`src/rtl/dram_pkg.sv`:
```
package dram_pkg;

    // Operation held in the sense stage for one slot
    typedef enum logic [1:0] {
        OP_NONE    = 2'd0,
        OP_READ    = 2'd1,
        OP_WRITE   = 2'd2,
        OP_REFRESH = 2'd3
    } slot_op_e;

endpackage

```
`src/rtl/dram_row_decoder.sv`:
```
module dram_row_decoder #(
    parameter int ADDR_W = 3
) (
    input  logic [ADDR_W-1:0]      addr,
    input  logic                   en,
    output logic [(1<<ADDR_W)-1:0] row_oh
);
    localparam int ROWS = 1 << ADDR_W;

    for (genvar g = 0; g < ROWS; g++) begin : g_row
        always_comb begin
            row_oh[g] = en && (addr == ADDR_W'(g));
        end
    end

    always_comb begin
        assert (!en || $countones(row_oh) == 1)
            else $error("a_r1_decode_onehot: enabled decode not one-hot");
    end

endmodule

```
`src/rtl/dram_refresh_ctrl.sv`:
```
module dram_refresh_ctrl #(
    parameter int ADDR_W = 3
) (
    input  logic              clk,
    input  logic              rst_n,
    input  logic              busy,
    output logic              ref_go,
    output logic [ADDR_W-1:0] ref_row
);
    typedef struct packed {
        logic [ADDR_W-1:0] ptr;
    } ref_state_t;

    ref_state_t st_d, st_q;

    always_comb begin
        st_d   = st_q;
        ref_go = !busy;
        if (ref_go) begin
            st_d.ptr = st_q.ptr + ADDR_W'(1);
        end
    end

    always_ff @(posedge clk) begin
        if (!rst_n) begin
            st_q <= '0;
        end else begin
            st_q <= st_d;
        end
    end

    assign ref_row = st_q.ptr;

    a_r6_ptr_steps: assert property (@(posedge clk) disable iff (!rst_n)
        ref_go |=> st_q.ptr == $past(st_q.ptr) + ADDR_W'(1));

    a_r5_ptr_holds_when_busy: assert property (@(posedge clk) disable iff (!rst_n)
        busy |=> st_q.ptr == $past(st_q.ptr));

endmodule

```
`src/rtl/dram_retention.sv`:
```
module dram_retention #(
    parameter int ROWS  = 8,
    parameter int LIMIT = 200
) (
    input  logic            clk,
    input  logic            rst_n,
    input  logic [ROWS-1:0] touch,
    input  logic [ROWS-1:0] restore,
    output logic [ROWS-1:0] decayed
);
    localparam int CNT_W = $clog2(LIMIT + 1);
    localparam logic [CNT_W-1:0] LIM = CNT_W'(LIMIT);

    for (genvar g = 0; g < ROWS; g++) begin : g_cell
        typedef struct packed {
            logic [CNT_W-1:0] age;
            logic             dead;
        } ret_t;

        ret_t r_d, r_q;

        always_comb begin
            r_d = r_q;
            if (touch[g]) begin
                r_d.age = '0;
            end else if (r_q.age != LIM) begin
                r_d.age = r_q.age + CNT_W'(1);
            end
            if (restore[g]) begin
                r_d.dead = 1'b0;
            end else if (r_q.age == LIM) begin
                r_d.dead = 1'b1;
            end
        end

        always_ff @(posedge clk) begin
            if (!rst_n) begin
                r_q <= '0;
            end else begin
                r_q <= r_d;
            end
        end

        assign decayed[g] = r_q.dead;

        a_r7_age_bounded: assert property (@(posedge clk) disable iff (!rst_n)
            r_q.age <= LIM);

        a_r8_mark_sets: assert property (@(posedge clk) disable iff (!rst_n)
            (r_q.age == LIM && !restore[g]) |=> r_q.dead);

        a_r7_touch_clears: assert property (@(posedge clk) disable iff (!rst_n)
            touch[g] |=> r_q.age == '0);
    end

endmodule

```
`src/rtl/dram_scratchpad.sv`:
```
module dram_scratchpad
    import dram_pkg::*;
#(
    parameter int ADDR_W       = 3,
    parameter int NIB_W        = 4,
    parameter int RETAIN_LIMIT = 200
) (
    input  logic              clk,
    input  logic              rst_n,
    input  logic              acc_valid,
    input  logic              acc_write,
    input  logic [ADDR_W-1:0] acc_addr,
    input  logic              acc_even_en,
    input  logic              acc_odd_en,
    input  logic [NIB_W-1:0]  acc_wdata,
    output logic              rd_valid,
    output logic [NIB_W-1:0]  rd_data,
    output logic              decay_err
);
    localparam int ROWS   = 1 << ADDR_W;
    localparam int PAIR_W = 2 * NIB_W;

    // Request captured in the precharge slot, used in the sense slot
    typedef struct packed {
        slot_op_e          op;
        logic [ADDR_W-1:0] row;
        logic              even;
        logic              odd;
        logic [NIB_W-1:0]  wlatch;
    } stage_t;

    typedef struct packed {
        logic [ROWS-1:0][PAIR_W-1:0] cells;
        stage_t                      stg;
        logic                        rd_valid;
        logic [NIB_W-1:0]            rd_data;
        logic                        decay_err;
    } state_t;

    state_t s_d, s_q;

    logic              ref_go;
    logic [ADDR_W-1:0] ref_row;
    logic [ROWS-1:0]   row_oh;
    logic [ROWS-1:0]   touch;
    logic [ROWS-1:0]   restore;
    logic [ROWS-1:0]   decayed;
    logic [PAIR_W-1:0] sensed;

    dram_refresh_ctrl #(.ADDR_W(ADDR_W)) u_refresh (
        .clk    (clk),
        .rst_n  (rst_n),
        .busy   (acc_valid),
        .ref_go (ref_go),
        .ref_row(ref_row)
    );

    dram_row_decoder #(.ADDR_W(ADDR_W)) u_decode (
        .addr  (s_q.stg.row),
        .en    (s_q.stg.op != OP_NONE),
        .row_oh(row_oh)
    );

    dram_retention #(.ROWS(ROWS), .LIMIT(RETAIN_LIMIT)) u_retain (
        .clk    (clk),
        .rst_n  (rst_n),
        .touch  (touch),
        .restore(restore),
        .decayed(decayed)
    );

    always_comb begin
        for (int r = 0; r < ROWS; r++) begin
            touch[r]   = row_oh[r] && (s_q.stg.op == OP_WRITE || s_q.stg.op == OP_REFRESH);
            restore[r] = row_oh[r] && s_q.stg.op == OP_WRITE && s_q.stg.even && s_q.stg.odd;
        end
    end

    always_comb begin
        s_d           = s_q;
        s_d.rd_valid  = 1'b0;
        s_d.rd_data   = '0;
        s_d.decay_err = 1'b0;

        // Sense: the decoded row is driven onto the column lines
        sensed = '0;
        for (int r = 0; r < ROWS; r++) begin
            if (row_oh[r]) begin
                sensed = s_q.cells[r];
            end
        end

        case (s_q.stg.op)
            OP_READ: begin
                s_d.rd_valid = 1'b1;
                if (decayed[s_q.stg.row]) begin
                    s_d.rd_data   = 'x;
                    s_d.decay_err = 1'b1;
                end else if (s_q.stg.even) begin
                    s_d.rd_data = sensed[NIB_W-1:0];
                end else if (s_q.stg.odd) begin
                    s_d.rd_data = sensed[PAIR_W-1:NIB_W];
                end
            end
            OP_WRITE: begin
                for (int r = 0; r < ROWS; r++) begin
                    if (row_oh[r] && s_q.stg.even) begin
                        s_d.cells[r][NIB_W-1:0] = s_q.stg.wlatch;
                    end
                    if (row_oh[r] && s_q.stg.odd) begin
                        s_d.cells[r][PAIR_W-1:NIB_W] = s_q.stg.wlatch;
                    end
                end
            end
            OP_REFRESH: begin
                for (int r = 0; r < ROWS; r++) begin
                    if (row_oh[r]) begin
                        s_d.cells[r] = sensed;
                    end
                end
            end
            default: ;
        endcase

        // Precharge slot: capture the next request, or refresh if free
        if (acc_valid) begin
            s_d.stg.op   = acc_write ? OP_WRITE : OP_READ;
            s_d.stg.row  = acc_addr;
            s_d.stg.even = acc_even_en;
            s_d.stg.odd  = acc_odd_en;
            if (acc_write) begin
                s_d.stg.wlatch = acc_wdata;
            end
        end else if (ref_go) begin
            s_d.stg.op   = OP_REFRESH;
            s_d.stg.row  = ref_row;
            s_d.stg.even = 1'b1;
            s_d.stg.odd  = 1'b1;
        end else begin
            s_d.stg.op = OP_NONE;
        end
    end

    always_ff @(posedge clk) begin
        if (!rst_n) begin
            s_q <= '0;
        end else begin
            s_q <= s_d;
        end
    end

    assign rd_valid  = s_q.rd_valid;
    assign rd_data   = s_q.rd_data;
    assign decay_err = s_q.decay_err;

    a_r4_read_latency: assert property (@(posedge clk) disable iff (!rst_n)
        (acc_valid && !acc_write) |-> ##2 rd_valid);

    a_r8_err_with_read: assert property (@(posedge clk) disable iff (!rst_n)
        decay_err |-> rd_valid);

    a_r2_even_commit: assert property (@(posedge clk) disable iff (!rst_n)
        (s_q.stg.op == OP_WRITE && s_q.stg.even)
        |=> s_q.cells[$past(s_q.stg.row)][NIB_W-1:0] == $past(s_q.stg.wlatch));

    a_r6_refresh_preserves: assert property (@(posedge clk) disable iff (!rst_n)
        (s_q.stg.op == OP_REFRESH)
        |=> s_q.cells[$past(s_q.stg.row)] == $past(sensed));

    for (genvar g = 0; g < ROWS; g++) begin : g_chk
        a_r1_other_rows_stable: assert property (@(posedge clk) disable iff (!rst_n)
            (!row_oh[g] && $past(rst_n)) |=> s_q.cells[g] == $past(s_q.cells[g]));
    end

endmodule

```
`config.mk`:
```
export PLATFORM = sky130hd
export DESIGN_NAME = dram_scratchpad
export DESIGN_NICKNAME = d
export VERILOG_FILES = /design/src/rtl/dram_pkg.sv /design/src/rtl/dram_row_decoder.sv /design/src/rtl/dram_refresh_ctrl.sv /design/src/rtl/dram_retention.sv /design/src/rtl/dram_scratchpad.sv
export SDC_FILE = /design/constraint.sdc
export NUM_CORES = 1
export LEC_CHECK = 0
export BUFFER_PORTS_ARGS = -buffer_cell sky130_fd_sc_hd__buf_4
export CAP_MARGIN = 10
export CORE_UTILIZATION = 30
export CTS_BUF_LIST = sky130_fd_sc_hd__clkbuf_4
export CTS_CLUSTER_DIAMETER = 80
export DETAILED_ROUTE_END_ITERATION = 10
export GPL_TIMING_DRIVEN = 0
export PLACE_DENSITY_LB_ADDON = 0.25
export SETUP_SLACK_MARGIN = 0.1
export SLEW_MARGIN = 20
export SYNTH_ARGS = -nofsm -noshare
export SYNTH_HDL_FRONTEND = slang
export SYNTH_HIERARCHICAL = 1
export SYNTH_SLANG_ARGS = --single-unit
```
`constraint.sdc`:
```
create_clock -name clk -period 2.5 [get_ports clk]
set_clock_uncertainty 0.05 [all_clocks]
set_input_delay 0 -clock clk [delete_from_list [all_inputs] [get_ports clk]]
set_output_delay 0 -clock clk [all_outputs]
set_load 0.01 [all_outputs]
```
Word level (Yosys, flattened, before mapping)
Index checks and enable logic that the tools add are counted.

Flip-flop bits (word level): 156. Output and inout port bits: 6.

$lt $le $gt $ge: 1. Multiplexer cells: 42. $add $sub $neg: 9. Equal/unequal tests: 50. Reduce and logical (&&, ||, !) cells: 94. Bitwise logic cells: 1.

Operators with widths (number): two-way mux 8 bit (16); one-hot mux 64 bit (2 select lines) (1); two-way mux 4 bit (19); adder 8 x 1 -> 8 bit (second input constant) (8); == test 8 bit (second input constant) (8); inequality test 8 bit (second input constant) (8); logical AND 1 bit (56); AND reduction 3 bit (16); inequality test 2 x 1 -> 1 bit (second input constant) (16); OR reduction 2 bit (16); inequality test 2 bit (second input constant) (8); == test 3 bit (second input constant) (4); two-way mux 7 bit (1); == test 3 x 2 -> 1 bit (second input constant) (2); two-way mux 6 bit (1); == test 2 bit (second input constant) (2); less-than comparator 3 x 4 -> 1 bit (second input constant) (1); AND reduction 2 bit (2); nonzero test 2 bit (2); adder 3 x 1 -> 3 bit (second input constant) (1); binary-select mux 1 bit (select 3 bit) (1); == test 3 x 1 -> 1 bit (second input constant) (1); logical NOT 3 bit (1); == test 2 x 1 -> 1 bit (second input constant) (1); other kinds (4) (5).

Logic depth before layout (Yosys ltp)
Depth in word-level cells: 14. Gate-level depth with buffers: 10.

Hierarchy
Netlist, hierarchy kept.

Modules (own cells, without submodules): dram_scratchpad (area an instance 3901.2 um2, times used 1, cells each 458); dram_retention (area an instance 3573.4 um2, times used 1, cells each 403); dram_refresh_ctrl (area an instance 133.9 um2, times used 1, cells each 13); dram_row_decoder (area an instance 96.3 um2, times used 1, cells each 8).

Worst setup path before layout
Ideal clock, no wire load.

Path kind: flip-flop to flip-flop. Start point: reg s_q[16] (netlist name). End point: reg s_q[24] (netlist name). Required time: 2326 ps. Setup time: 124 ps. Clock period less this slack: 2329 ps. Cell stages (with the launch flop): 10. Arrival time: 2155 ps. Slack: 171 ps. Path through: dfxtp_1 buf_2 or2_2 and4_2 buf_2 buf_4 a211oi_2 o311ai_4 a31oi_4 o21ai_2.

RTL lines: start: declaration (RTL line dram_scratchpad.sv:40) `state_t s_d, s_q;`; start signal: assignment (RTL line dram_scratchpad.sv:146) `s_q <= '0;`; start signal: assignment (RTL line dram_scratchpad.sv:148) `s_q <= s_d;`; nonzero test 2 bit (RTL line dram_scratchpad.sv:60) `.en (s_q.stg.op != OP_NONE),`; logical AND 1 bit (RTL line dram_row_decoder.sv:12) `row_oh[g] = en && (addr == ADDR_W'(g));`; net row_oh[7] (RTL line dram_scratchpad.sv:44) `logic [ROWS-1:0] row_oh;`; two-way mux 8 bit (RTL line dram_scratchpad.sv:88) `if (row_oh[r]) begin`; two-way mux 8 bit (RTL line dram_scratchpad.sv:117) `if (row_oh[r]) begin`; one-hot mux 64 bit (2 select lines) (RTL line dram_scratchpad.sv:93) `case (s_q.stg.op)`.

The timed path passes the listed nets, and every way through them passes these cells. The select of a mux whose other input is x is not followed. A chain may end at the register's enable or synchronous reset.

Worst setup path after layout
Start point: reg s_q[15] (netlist name). End point: reg s_q[40] (netlist name).

RTL lines (RTL line): nonzero test 2 bit (dram_scratchpad.sv:60); logical AND 1 bit (dram_row_decoder.sv:12); net row_oh[3] (dram_scratchpad.sv:44); two-way mux 8 bit (5 in series) (dram_scratchpad.sv:88); two-way mux 8 bit (dram_scratchpad.sv:117); one-hot mux 64 bit (2 select lines) (dram_scratchpad.sv:93).

The timed path passes the listed nets, and every way through them passes these cells. The select of a mux whose other input is x is not followed.

==> impl_metrics.csv <==
group,metric,value,unit
status,status,"finished clean",
finish,area_growth,18.5,%
setup_path,cp.buffers_inverters,3,
power_and_ir_drop,power.switching,1.26,mW
synthesis,async_reset_ff_frac,0,
synthesis,ys_seq_elements,156,
hold_path,worstHoldStart,"acc_addr[1]",
detailed_routing,drt_iter0_drc,451,
hold_path,min_delay_worst_endpoint,"s_q[13]$_SDFFE_PN0P_",
power_and_ir_drop,intPower,3.15,mW
setup_path,rr_startpoint,"s_q[15]$_SDFF_PN0_",
power_and_ir_drop,p_per_area,483,nW/um^2
synthesis,synth_common_cells,"dfxtp_1 (156), nand3_1 (78), o21ai_0 (74)",
place,place_ws,-271,ps
setup_path,path_max_fanout,9,
detailed_routing,drtPass1Iterations,5,
setup_path,r2r_cells,10,
power_and_ir_drop,p_sw_frac,0.286,
setup_path,path_cells,"buf_6, or2_4, and4b_2, buf_6, or2_4, a221oi_4, o311ai_4, a31oi_4, buf_4, o21ai_2",
power_and_ir_drop,ir_drop,0.000218,V
sta,relSlewSlack,0.522,
floorplan,die_y,162,um
synthesis,avgSynthCellArea,8.74,sq um
global_routing,grt_start_max_net_pins,17,
floorplan,fp.dieW,162,um
floorplan,rows,58,
cts,clk_pin_slew_worst_paths,140,ps
detailed_routing,antenna_left,0,
global_routing,antenna_found_initial,1,
setup_path,max_stage_delay,370,ps
cts,clk_latency,570,ps
finish,nNetsFinal,991,
hold_path,hp-class,"in -> reg",
synthesis,synth.area.top_cells,"dfxtp_1 (41%), nand3_1 (5.1%), o21ai_0 (4.8%)",
setup_path,critPathRequiredTime,2920,ps
cts,root_buffer,"clkbuf_4",
detailed_routing,route.detailed.drc,0,
synthesis,synthCells,882,
setup_path,crit_family,"simple AND/OR/NAND/NOR gates",
run,max_cap_viol_count,0,
power_and_ir_drop,pwr-share-comb,0.104,
global_routing,grtUsageTotal,0.160,
sta,rsz0062_at_grt,"yes",
detailed_routing,num_vias,6565,
floorplan,core_area,25200,sq um
sta,fmax,421,MHz
place,gp_congestion,0.832,
synthesis,synthFlopType,"dfxtp_1",
detailed_routing,wl,20200,um
setup_path,reg2reg_slack,130,ps
sta,final.setup.worst_slack,125,ps
floorplan,initial_core_util,0.306,
setup_path,crit_slowest_cell,"dfxtp_2",
finish,drive_gt1_frac,0.198,
global_routing,first_global_vias,6262,
setup_path,cp.arrival,2790,ps
detailed_routing,viasPerCell,5.04,
place,dp_hpwl,14200,um
synthesis,synth_area_leader_cell,"dfxtp_1",
cts,cts.sinks,156,
floorplan,dieArea,26300,sq um
sta,period_share,0.950,
sta,drv_slew,0,
detailed_routing,wire_per_inst,15.5,um
cts,cts_buffers,17,
synthesis,synth_edf_count,0,
synthesis,synth_nets,912,
setup_path,criticalPathCategory,"reg -> reg",
cts,clk_path_buf_depth,2,
synthesis,synth.most_common_cell,"dfxtp_1",
sta,hold_viol_final,0,
sta,worst_slew_pin_slew,718,ps
synthesis,ys_seq_area_frac,0.405,
power_and_ir_drop,power.share.sequential,0.592,
sta,fin_crit,2370,ps
synthesis,yosysTopAreaCellShare,0.405,
setup_path,cp-end-kind,"register",
global_routing,overflow,0,
power_and_ir_drop,leakage,3.16,nW
setup_path,start_kind,"register",
floorplan,io_pins,19,
synthesis,ys_types,76,
synthesis,synth_area,7700,sq um
power_and_ir_drop,clkPwrFrac,0.304,
hold_path,hold_path_depth,5,
global_routing,grt_pass1_wl,33100,um
finish,fin_util,0.363,
place,io_buffers,18,
sta,setup_viol,0,
cts,cts_tree,"built",
synthesis,synth.yosys.warnings,6,
cts,h-tree-depth,4,
setup_path,r2r_end,"s_q[40]$_SDFFE_PN0P_",
power groups by stage:
stage | Sequential, mW | Clock, mW | Combinational [mW]
2_1_floorplan | 2.64 | 0 | 0.265
3_3_place_gp | 2.66 | 0 | 0.368
3_5_place_dp | 2.66 | 0 | 0.371
4_1_cts | 2.61 | 1.39 | 0.432
5_1_grt | 2.62 | 1.49 | 0.503
6_report | 2.61 | 1.34 | 0.460
per-stage QoR:
stage               power (mW)  instances  area [sq um]  hold slack (ps)  setup TNS, ps
floorplan                 2.91        882          7700             71.7              0
global placement          3.03       1230          8250              232         -14500
detailed placement        3.03       1230          8250              236         -13570
CTS                       4.43       1292          8930              208              0
global route              4.62       1303          9130              209              0
finish                    4.41       1303          9130              240              0
area by class of cell:
type	count	area, sq um
antenna	1	2.50
multi-input combinational	638	4360
buffer	47	297
sequential	156	3130
inverter	41	154
tap	330	413
fill	2614	16100
clock buffer	19	143
clock inverter	11	75.1
timing repair buffer	60	551
state kept, by name (all words and copies together), names as in the netlist:
register             cells
decay_err                1
rd_data                  4
rd_valid                 1
s_q                     75
u_refresh/ref_row        3
u_retain/decayed         8
u_retain/g_cell.r_q     64
cells by family (layout without fill, tap and decap cells):
group,Yosys count,after routing,share of synthesized area
AOI/OAI and AO/OA,238,238,0.214
other,0,1,0
muxes,11,11,0.0175
DFF,156,156,0.405
buffers and inverters,88,178,0.0520
adders and majority gates,17,17,0.0276
and+or+nand+nor,347,347,0.255
xor gates and xnor gates,25,25,0.0284
per-layer routing:
layer	GRT usage	wire [um]	vias up
met5	0	0	-
met4	0.0489	385	0
met3	0.0345	796	27
met2	0.255	9320	116
met1	0.216	9740	3081
li1	-	-	3341
how the worst max path moves through the flow:
stage	slack (ps)	start	depth (start not counted)	endpoint
final	130	s_q[15]$_SDFF_PN0_	10	s_q[40]$_SDFFE_PN0P_
after global routing	70	s_q[15]$_SDFF_PN0_	10	s_q[40]$_SDFFE_PN0P_
after CTS	110	s_q[16]$_SDFF_PN0_	9	s_q[77]$_SDFFE_PN0P_
after detailed placement	-270	s_q[16]$_SDFF_PN0_	8	rd_data[2]$_SDFF_PN0_
after global placement	-290	s_q[16]$_SDFF_PN0_	8	rd_data[1]$_SDFF_PN0_
after floorplan	170	s_q[16]$_SDFF_PN0_	9	s_q[24]$_SDFFE_PN0P_
worst register-to-register path: stages (launching register included):
cell	delay, ps
dfxtp_2	370
buf_6	130
or2_4	280
and4b_2	220
buf_6	150
or2_4	280
a221oi_4	240
o311ai_4	130
a31oi_4	210
buf_4	180
o21ai_2	50
cell usage in the layout, fill, tap and decap left out, types with 11 or more instances in the layout:
cell type / netlist / layout
dfxtp_1: 156 / 151
nand3_1: 78 / 78
o21ai_0: 74 / 68
a21oi_1: 62 / 61
nand2_1: 58 / 56
nor2_1: 58 / 56
buf_4: 13 / 45
inv_1: 39 / 39
nor3_1: 27 / 27
dlygate4sd3_1: 0 / 25
o21ai_1: 19 / 22
clkbuf_4: 0 / 20
or3_1: 19 / 19
clkbuf_1: 22 / 17
ha_1: 17 / 17
nand2b_1: 16 / 16
xor2_1: 16 / 16
nor2b_1: 14 / 14
a21oi_2: 10 / 11
o21ai_2: 8 / 11
timing repair:
action	4_1_cts	5_1_grt
hold endpoints to repair	40	0
hold buffers	25	0
buffers inserted	7	10
gates resized for setup	34	31
endpoints found under the setup margin	125	73
pin swaps	18	15
No activity file was read; power rests on OpenSTA's default activity.
